### src/rtl/disp_pkg.sv
package disp_pkg;
  parameter int DIGITS = 16;
  localparam int AW = $clog2(DIGITS);
  localparam int DW = 8;
  localparam int NW = DW / 2;

  typedef logic [AW-1:0] idx_t;
  typedef logic [DW-1:0] byte_t;
  typedef logic [NW-1:0] nib_t;

  // mode_i[1] = right entry, mode_i[0] = all digits active
  typedef struct packed {
    logic right;
    logic wide;
  } dmode_t;

  function automatic idx_t last_idx(input logic wide);
    return wide ? idx_t'(DIGITS - 1) : idx_t'(DIGITS / 2 - 1);
  endfunction

  function automatic idx_t step_idx(input idx_t cur, input logic wide);
    return (cur >= last_idx(wide)) ? '0 : idx_t'(cur + 1'b1);
  endfunction
endpackage

### src/rtl/disp_ram.sv
module disp_ram
  import disp_pkg::*;
(
  input  logic   clk,
  input  logic   rst_n,
  input  dmode_t mode,
  input  logic   load_i,
  input  idx_t   addr_i,
  input  logic   wr_i,
  input  logic   auto_inc_i,
  input  byte_t  data_i,
  input  idx_t   rd_idx_i,
  output byte_t  rd_data_o
);
  byte_t mem [DIGITS];
  idx_t  ptr_q;
  idx_t  last;
  logic  wr_left;
  logic  wr_right;

  assign last      = last_idx(mode.wide);
  assign wr_left   = wr_i && !load_i && !mode.right;
  assign wr_right  = wr_i && !load_i && mode.right;
  assign rd_data_o = mem[rd_idx_i];

  always_ff @(posedge clk or negedge rst_n) begin
    if (!rst_n) begin
      ptr_q <= '0;
      for (int i = 0; i < DIGITS; i++) mem[i] <= '0;
    end else begin
      if (load_i) ptr_q <= addr_i;
      else if (wr_left && auto_inc_i) ptr_q <= step_idx(ptr_q, mode.wide);
      if (wr_left) mem[ptr_q] <= data_i;
      if (wr_right) begin
        for (int i = 0; i < DIGITS; i++) begin
          if (i < int'(last)) mem[i] <= mem[(i + 1) % DIGITS];
          else if (i == int'(last)) mem[i] <= data_i;
        end
      end
    end
  end

  p_load_r2: assert property (@(posedge clk) disable iff (!rst_n)
    load_i |=> ptr_q == $past(addr_i));
  p_ptr_wrap_r3: assert property (@(posedge clk) disable iff (!rst_n)
    (wr_left && auto_inc_i && ptr_q == last) |=> ptr_q == '0);
  p_right_ptr_hold_r5: assert property (@(posedge clk) disable iff (!rst_n)
    wr_right |=> $stable(ptr_q));
endmodule

### src/rtl/disp_scan.sv
module disp_scan
  import disp_pkg::*;
#(
  parameter int SCAN_DIV = 4
) (
  input  logic clk,
  input  logic rst_n,
  input  logic wide,
  output idx_t digit_o,
  output logic bd_o
);
  localparam int CW = (SCAN_DIV > 1) ? $clog2(SCAN_DIV) : 1;
  logic [CW-1:0] cnt_q;
  idx_t digit_q;
  logic bd_q;
  logic step;

  assign step    = (cnt_q == CW'(SCAN_DIV - 1));
  assign digit_o = digit_q;
  assign bd_o    = bd_q;

  always_ff @(posedge clk or negedge rst_n) begin
    if (!rst_n) begin
      cnt_q   <= '0;
      digit_q <= '0;
      bd_q    <= 1'b0;
    end else begin
      cnt_q   <= step ? '0 : cnt_q + 1'b1;
      bd_q    <= step;
      if (step) digit_q <= step_idx(digit_q, wide);
    end
  end

  p_scan_wrap_r6: assert property (@(posedge clk) disable iff (!rst_n)
    (step && digit_q == last_idx(wide)) |=> digit_q == '0);
  p_bd_on_change_r9: assert property (@(posedge clk) disable iff (!rst_n)
    !$stable(digit_q) |-> bd_q);
  p_bd_single_r9: assert property (@(posedge clk) disable iff (!rst_n)
    bd_q |=> !bd_q);
endmodule

### src/rtl/disp_refresh.sv
module disp_refresh
  import disp_pkg::*;
#(
  parameter int SCAN_DIV = 4
) (
  input  logic       clk,
  input  logic       rst_n,
  input  logic [1:0] mode_i,
  input  logic       ptr_load_i,
  input  logic [3:0] addr_i,
  input  logic       wr_i,
  input  logic [7:0] wr_data_i,
  input  logic       auto_inc_i,
  input  logic       blank_a_i,
  input  logic       blank_b_i,
  input  logic [3:0] blank_code_i,
  output logic [3:0] scan_o,
  output logic [3:0] out_a_o,
  output logic [3:0] out_b_o,
  output logic       bd_o
);
  dmode_t mode;
  idx_t   digit;
  byte_t  cur_byte;

  assign mode = dmode_t'(mode_i);

  disp_ram u_ram (
    .clk(clk), .rst_n(rst_n), .mode(mode), .load_i(ptr_load_i),
    .addr_i(idx_t'(addr_i)), .wr_i(wr_i), .auto_inc_i(auto_inc_i),
    .data_i(byte_t'(wr_data_i)), .rd_idx_i(digit), .rd_data_o(cur_byte)
  );

  disp_scan #(.SCAN_DIV(SCAN_DIV)) u_scan (
    .clk(clk), .rst_n(rst_n), .wide(mode.wide), .digit_o(digit), .bd_o(bd_o)
  );

  assign scan_o  = 4'(digit);
  assign out_a_o = blank_a_i ? blank_code_i : cur_byte[DW-1:NW];
  assign out_b_o = blank_b_i ? blank_code_i : cur_byte[NW-1:0];

  p_reset_bd_r1: assert property (@(posedge clk) disable iff (!rst_n)
    $rose(rst_n) |-> (!bd_o && scan_o == 4'd0));
endmodule

### config.mk
export PLATFORM = sky130hd
export DESIGN_NAME = disp_refresh
export DESIGN_NICKNAME = d
export VERILOG_FILES = /design/src/rtl/disp_pkg.sv /design/src/rtl/disp_ram.sv /design/src/rtl/disp_scan.sv /design/src/rtl/disp_refresh.sv
export SDC_FILE = /design/constraint.sdc
export NUM_CORES = 1
export LEC_CHECK = 0
export BUFFER_PORTS_ARGS = -buffer_cell sky130_fd_sc_hd__buf_4
export CAP_MARGIN = 10
export CORE_MARGIN = 8
export CORE_UTILIZATION = 60
export CTS_CLUSTER_SIZE = 28
export DETAILED_ROUTE_END_ITERATION = 12
export HOLD_SLACK_MARGIN = 0.03
export MAX_ROUTING_LAYER = met4
export PLACE_DENSITY = 0.82
export SETUP_SLACK_MARGIN = 0.1
export SLEW_MARGIN = 0
export SYNTH_ARGS = -nofsm -noshare
export SYNTH_HDL_FRONTEND = slang
export SYNTH_SLANG_ARGS = --single-unit
### constraint.sdc
create_clock -name clk -period 4 [get_ports clk]
set_input_delay 0.8 -clock clk [delete_from_list [all_inputs] [get_ports clk]]
set_output_delay 0.8 -clock clk [all_outputs]
set_load 0.05 [all_outputs]
==> metrics.txt, run 1 <==
min Tclk post-route=around 3.5 ns; Initial Util=between 60% and 70%; number of synthesized flops with an enable pin=0; dpl hpwl=approximately 14000 um; hold_sp=u_scan.cnt_q[0]; worst vdd ir=0.363 mV; routability-driven placement congestion ratio=0.902; RSZ-0062 raised after global routing=no; Slew Limit Headroom=a little over a quarter; Diodes inserted=0; Port Buf Inserts=37; leak pwr=between 3 and 4 nW; top cells by area, synth=dfrtp_1 43%, a22oi_1 12%, mux2i_1 8.1%; Mapped Cells=between 700 and 800; cells on worst reg2reg path=4; FMAX=about 290 MHz; status=finished, final reports clean; top cells by count, synth=139 x dfrtp_1, 130 x a22oi_1, 70 x o21ai_0; Seq/Total Area, Yosys=between 40% and 50%; Total Wirelength=between 20000 and 25000 um; Cell Area, Synth=roughly 8000 um^2; P per Cell Area=597 nW/um^2; WL/cell=about 25 um; DIE AREA=17300 um^2; vias=roughly 6500; max-cap violation count=0; crit path max fanout=36; latest clock arrival within the worst-skew pair=around 0.43 ns; remaining antenna violation count=0; reg2reg start=u_ram.ptr_q[2]; Clock Pin Slew Worst Setup and Hold Paths=0.06 ns; most frequent cell after synthesis=dfrtp_1; Synth top area share=43.3%; residual DRC count=0; syn avg cell area=10.9 um^2; final setup violation count=0; worst min path class=flip-flop to flip-flop; Arr. time, crit path=2.70 ns; largest net degree at the start of global routing=113; post_cts resized=0; CTS tree=done; CP Launch Type=flip-flop; clock root buffer master=clkbuf_16; Crit. End Element=primary output; setup TNS=0 ns; vias per cell=7.17; async set-or-reset flop fraction in the synthesized netlist=between 90% and 100%; via count of the first global-routing pass=between 6000 and 7000; Tot GR Track Use=27.4%; flop2flop setup slack=approximately 1.2 ns; TritonRoute pass-1 iters=7; worst hold stages=1; Site Rows=42; Post-synth top flop=dfrtp_1; crit share post-route=a little under 90%; Max Root-Sink Buffers=2; final total power=~5.3 mW; CTS buffer count=17; Area growth syn-to-layout=10.0%; grt ovf=0; clk sink count=~140; Critical Path RT=3.20 ns; post-synthesis register bit count=between 100 and 150; Fillers=roughly 960; Top Ports=38; Worst Path Class, Setup=flip-flop to primary output; Hold Buf Count CTS=0; Final #Nets=about 760; initial antenna violation count=0; Syn. warnings=0; Yosys cell types=45; global-route wire length before repair=approximately 36000 um; Die H=~130 um; dpl cells=881; Mapped Nets=about 770; Final Hold Fails=0; R2R Path End=u_ram.mem[92]; initial DRC count=about 1100; Worst Hold End=u_scan.cnt_q[0]; clk_skew=~0.008 ns; htree depth=4; slew at the pin closest to its max-slew limit=~1.1 ns; Slew Limit Fails=0; die width=around 130 um; post-synth top area cell=dfrtp_1; Core Area=approximately 13000 um^2; fin cells=around 900; post-CTS setup buffer count=0; Critical Path Source=u_scan.digit_o[1]; layout cells sized above 1=around 16%
==> power by group <==
part | internal (mW) | total [mW] | switching, mW
Sequential | 1.75 | 2.09 | 0.342
Clock | 0.998 | 1.58 | 0.585
Combinational | 0.775 | 1.61 | 0.831
Total | 3.52 | 5.28 | 1.76
==> area by class of cell <==
type / count / area, um^2 / area share, %
inverter: 5 / 18.8 / 0.212
clock buffer: 26 / 509 / 5.76
tap: 176 / 220 / 2.49
multi-input combinational: 510 / 4140 / 46.9
clock inverter: 6 / 83.8 / 0.948
timing repair buffer: 51 / 387 / 4.37
sequential: 139 / 3480 / 39.3
==> per-stage QoR <==
stage / instance area, um^2 / hold WS (ns) / utilization (%) / setup WS, ns
finish: 8840 / 0.424 / 67.3 / 0.502
global route: 8840 / 0.438 / 67.3 / 0.436
CTS: 8840 / 0.428 / 67.3 / 0.519
detailed placement: 8250 / 0.421 / 62.8 / 0.943
global placement: 8250 / 0.415 / 62.8 / 0.979
floorplan: 8030 / 0.403 / - / 1.15
==> sequential cells by signal, summed over array words and instances (netlist names), named ones only <==
register        count
u_ram.mem         120
u_ram.ptr_q         4
u_scan.digit_o      4
u_scan.cnt_q        2
u_scan.bd_o         1
==> worst max path at each step <==
stage / end / slack, ns
global route: out_a_o[1] / 0.44
global placement: out_a_o[1] / 0.98
CTS: out_a_o[1] / 0.52
finish: out_a_o[1] / 0.50
detailed placement: u_ram.mem[9] / 0.94
floorplan: out_a_o[0] / 1.15
==> critical path: stages (launching register included) <==
cell	delay, ns
dfrtp_1	0.32
buf_4	0.49
mux4_1	0.62
mux2i_1	0.27
a211oi_1	0.15
a21o_1	0.20
buf_4	0.19
==> placed cells by master, fill, tap and decap left out, types with 8 or more instances in the layout <==
master and instances:
dfrtp_1 139, a22oi_1 130, o21ai_0 70, mux2i_1 65, nor2_1 62, a21oi_1 57, buf_4 50, mux4_1 22
clkbuf_16 17, mux2_2 16, mux4_2 10, o22ai_1 8, a211oi_1 8, a21o_1 8, ha_1 8
==> metal layers <==
metal,wire [um],share of wire [%],global-route usage (%)
met5,0,0,-
met3,2660,12,8.99
met4,1050,4.6,13.5
met1,8860,38,33.6
met2,10500,45,40.1
==> kinds of logic (layout without fill, tap and decap cells) <==
| family | Yosys count | after routing | synth area share, % |
|---|---|---|---|
| compound gates | 287 | 287 | 23.0 |
| flops | 139 | 139 | 43.3 |
| mux | 113 | 113 | 20.3 |
| simple gates | 102 | 102 | 6.81 |
| buf+inv | 85 | 88 | 5.28 |
| fa+ha+maj | 8 | 8 | 1.25 |
Power figures use the tool's default switching activity.
==> inputs of run 2 (changes only) <==
- GPL_TIMING_DRIVEN: unset -> 0
- MAX_ROUTING_LAYER: met4 -> unset
==> run 2 against run 1 <==
Compared with the run above: wire length is 10% higher; largest cell class unchanged; cell area is 3.1% higher; worst setup slack better by 0.13 ns; clock-buffer cell count is 5 lower; cell count is 6.1% higher; global-route usage is 1.8 points higher; non-clock buffer count is 56 higher.
==> metrics.txt, run 2 (synthesis gave the netlist of run 1 again) <==
status=finished, final reports clean (unchanged); most common cell after layout, fill and taps aside=dfrtp_1 (unchanged); FMAX=297 MHz (was 286 MHz); Slew Limit Fails=0 (unchanged); CP Launch Type=flip-flop (unchanged); Tot GR Track Use=29.2% (was 27.4%); WL/cell=26.2 um (was 25.3 um); Crit. End Element=primary output (unchanged); Worst path max stage delay=0.53 ns (was 0.62 ns); setup ws final=0.629 ns (was 0.502 ns); dpl ws=1.11 ns (was 0.943 ns); clock root buffer master=clkbuf_16 (unchanged); remaining antenna violation count=0 (unchanged); leak pwr=3.95 nW (was 3.86 nW); crit-path cells=buf_6 > buf_12 > mux4_1 > mux2i_1 > a211oi_1 > a21o_1 > buf_4 (was buf_4 > mux4_1 > mux2i_1 > a211oi_1 > a21o_1 > buf_4); dpl hpwl=18200 um (was 14100 um); crit share post-route=84.3% (was 87.5%); Area growth syn-to-layout=13.5% (was 10.0%); grt ovf=0 (unchanged); initial DRC count=1099 (was 1097); RSZ-0062 raised after global routing=no (unchanged); global-route wire length before repair=39000 um (was 35900 um); DIE AREA=17300 um^2 (unchanged); Slew Limit Headroom=49.2% (was 27.4%); TritonRoute pass-1 iters=6 (was 7); Diodes inserted=0 (unchanged); clk_skew=0.00764 ns (was 0.00801 ns); latest clock arrival within the worst-skew pair=0.44 ns (was 0.43 ns); Top Ports=38 (unchanged); Total Wirelength=25400 um (was 23100 um); final total power=5.59 mW (was 5.28 mW); CTS buffer count=17 (unchanged); final setup violation count=0 (unchanged); post-route design area=9120 um^2 (was 8840 um^2); Final Hold Fails=0 (unchanged); Port Buf Inserts=26 (was 37); min Tclk post-route=3.37 ns (was 3.50 ns); Top reg by flops=u_ram.mem (unchanged); setup TNS=0 ns (unchanged); post-CTS setup buffer count=0 (unchanged); max reg flops=120 (unchanged); Core Area=13100 um^2 (unchanged); CP max-delay cell=mux4_1 (unchanged); Clock Pin Slew Worst Setup and Hold Paths=0.06 ns (about the same); routability-driven placement congestion ratio=1.07 (was 0.902); Final #Nets=813 (was 757); Initial Util=61.2% (unchanged); vias=6920 (was 6545); layout cells sized above 1=17.2% (was 16.4%); post_cts resized=0 (unchanged); CTS tree=done (unchanged); slew at the pin closest to its max-slew limit=0.762 ns (was 1.09 ns); Arr. time, crit path=2.57 ns (was 2.70 ns); clk sink count=139 (unchanged); worst vdd ir=0.364 mV (was 0.363 mV); initial antenna violation count=0 (unchanged); Worst Path Class, Setup=flip-flop to primary output (unchanged); die width=132 um (unchanged); vias per cell=7.14 (was 7.17); Critical Path RT=3.20 ns (about the same); largest net degree at the start of global routing=103 (was 113); most frequent cells in the layout=139 x dfrtp_1, 130 x a22oi_1, 70 x o21ai_0 (unchanged); crit path max fanout=10 (was 36); via count of the first global-routing pass=6851 (was 6407); Site Rows=42 (unchanged); Max Root-Sink Buffers=2 (unchanged); Die H=132 um (unchanged); Hold Buf Count CTS=0 (unchanged); residual DRC count=0 (unchanged); htree depth=4 (unchanged); worst min path class=primary input to async pin (was flip-flop to flip-flop); Area after DPL=8480 um^2 (was 8250 um^2); P per Cell Area=613 nW/um^2 (was 597 nW/um^2); max-cap violation count=0 (unchanged)
==> run 2: cell count changes in the layout (fill, tap and decap cells not counted), moves of 2 or more <==
cell and change:
buf_1 +2, buf_2 +24, buf_4 -17, buf_6 +2, clkbuf_1 +36, clkbuf_2 +2, clkinv_2 -3, clkinvlp_4 +3
inv_6 +4
==> run 2: path summary, 6_finish.rpt <==
kind,from,to,slack [ns],cells past startpoint
setup reg to reg,u_ram.ptr_q[1],u_ram.mem[115],1.86,7
setup / recovery,u_scan.digit_o[1],out_a_o[0],0.63,7
hold reg to reg,u_scan.cnt_q[0],u_scan.cnt_q[0],0.44,1
max in group asynchronous,rst_n,u_ram.mem[54],2.92,2
hold / removal,rst_n,u_ram.mem[19],0.27,1
min in group clk,u_scan.cnt_q[0],u_scan.cnt_q[0],0.44,1
==> run 2: layer usage <==
metal | track usage [%] | vias to the layer above | share of wire [%]
met3 | 10.6 | 85 | 13
met2 | 41.7 | 531 | 44
met5 | 0 | - | 0
met4 | 18.4 | 0 | 5.4
met1 | 37.1 | 3376 | 38
li1 | - | 2928 | -
==> run 2: critical path, delay by kind of cell, from the launching register on <==
kind                   cells  cell delay [ns]
muxes                      2             0.87
DFF                        1             0.40
buffers and inverters      3             0.52
AOI/OAI and AO/OA          2             0.34
==> run 2: report_power, final <==
part,switching (mW),internal [mW]
combinational,0.872,0.836
clock,0.638,1.06
sequential,0.447,1.75
total,1.96,3.64
==> run 2: metrics by stage <==
step	util [%]	std cells	hold WS (ns)
2_1_floorplan	-	734	0.403
3_3_place_gp	64.3	936	0.417
3_5_place_dp	64.6	937	0.433
4_1_cts	69.4	969	0.271
5_1_grt	69.4	969	0.285
6_report	69.4	969	0.267
==> run 2: area by class of cell <==
cell class                 instances  area (um^2)
multi-input combinational        510         4130
fill                             951         4020
sequential                       139         3480
clock buffer                      21          480
buffer                            80          405
timing repair buffer              27          226
tap                              176          220
clock inverter                    11          156
inverter                           5         18.8
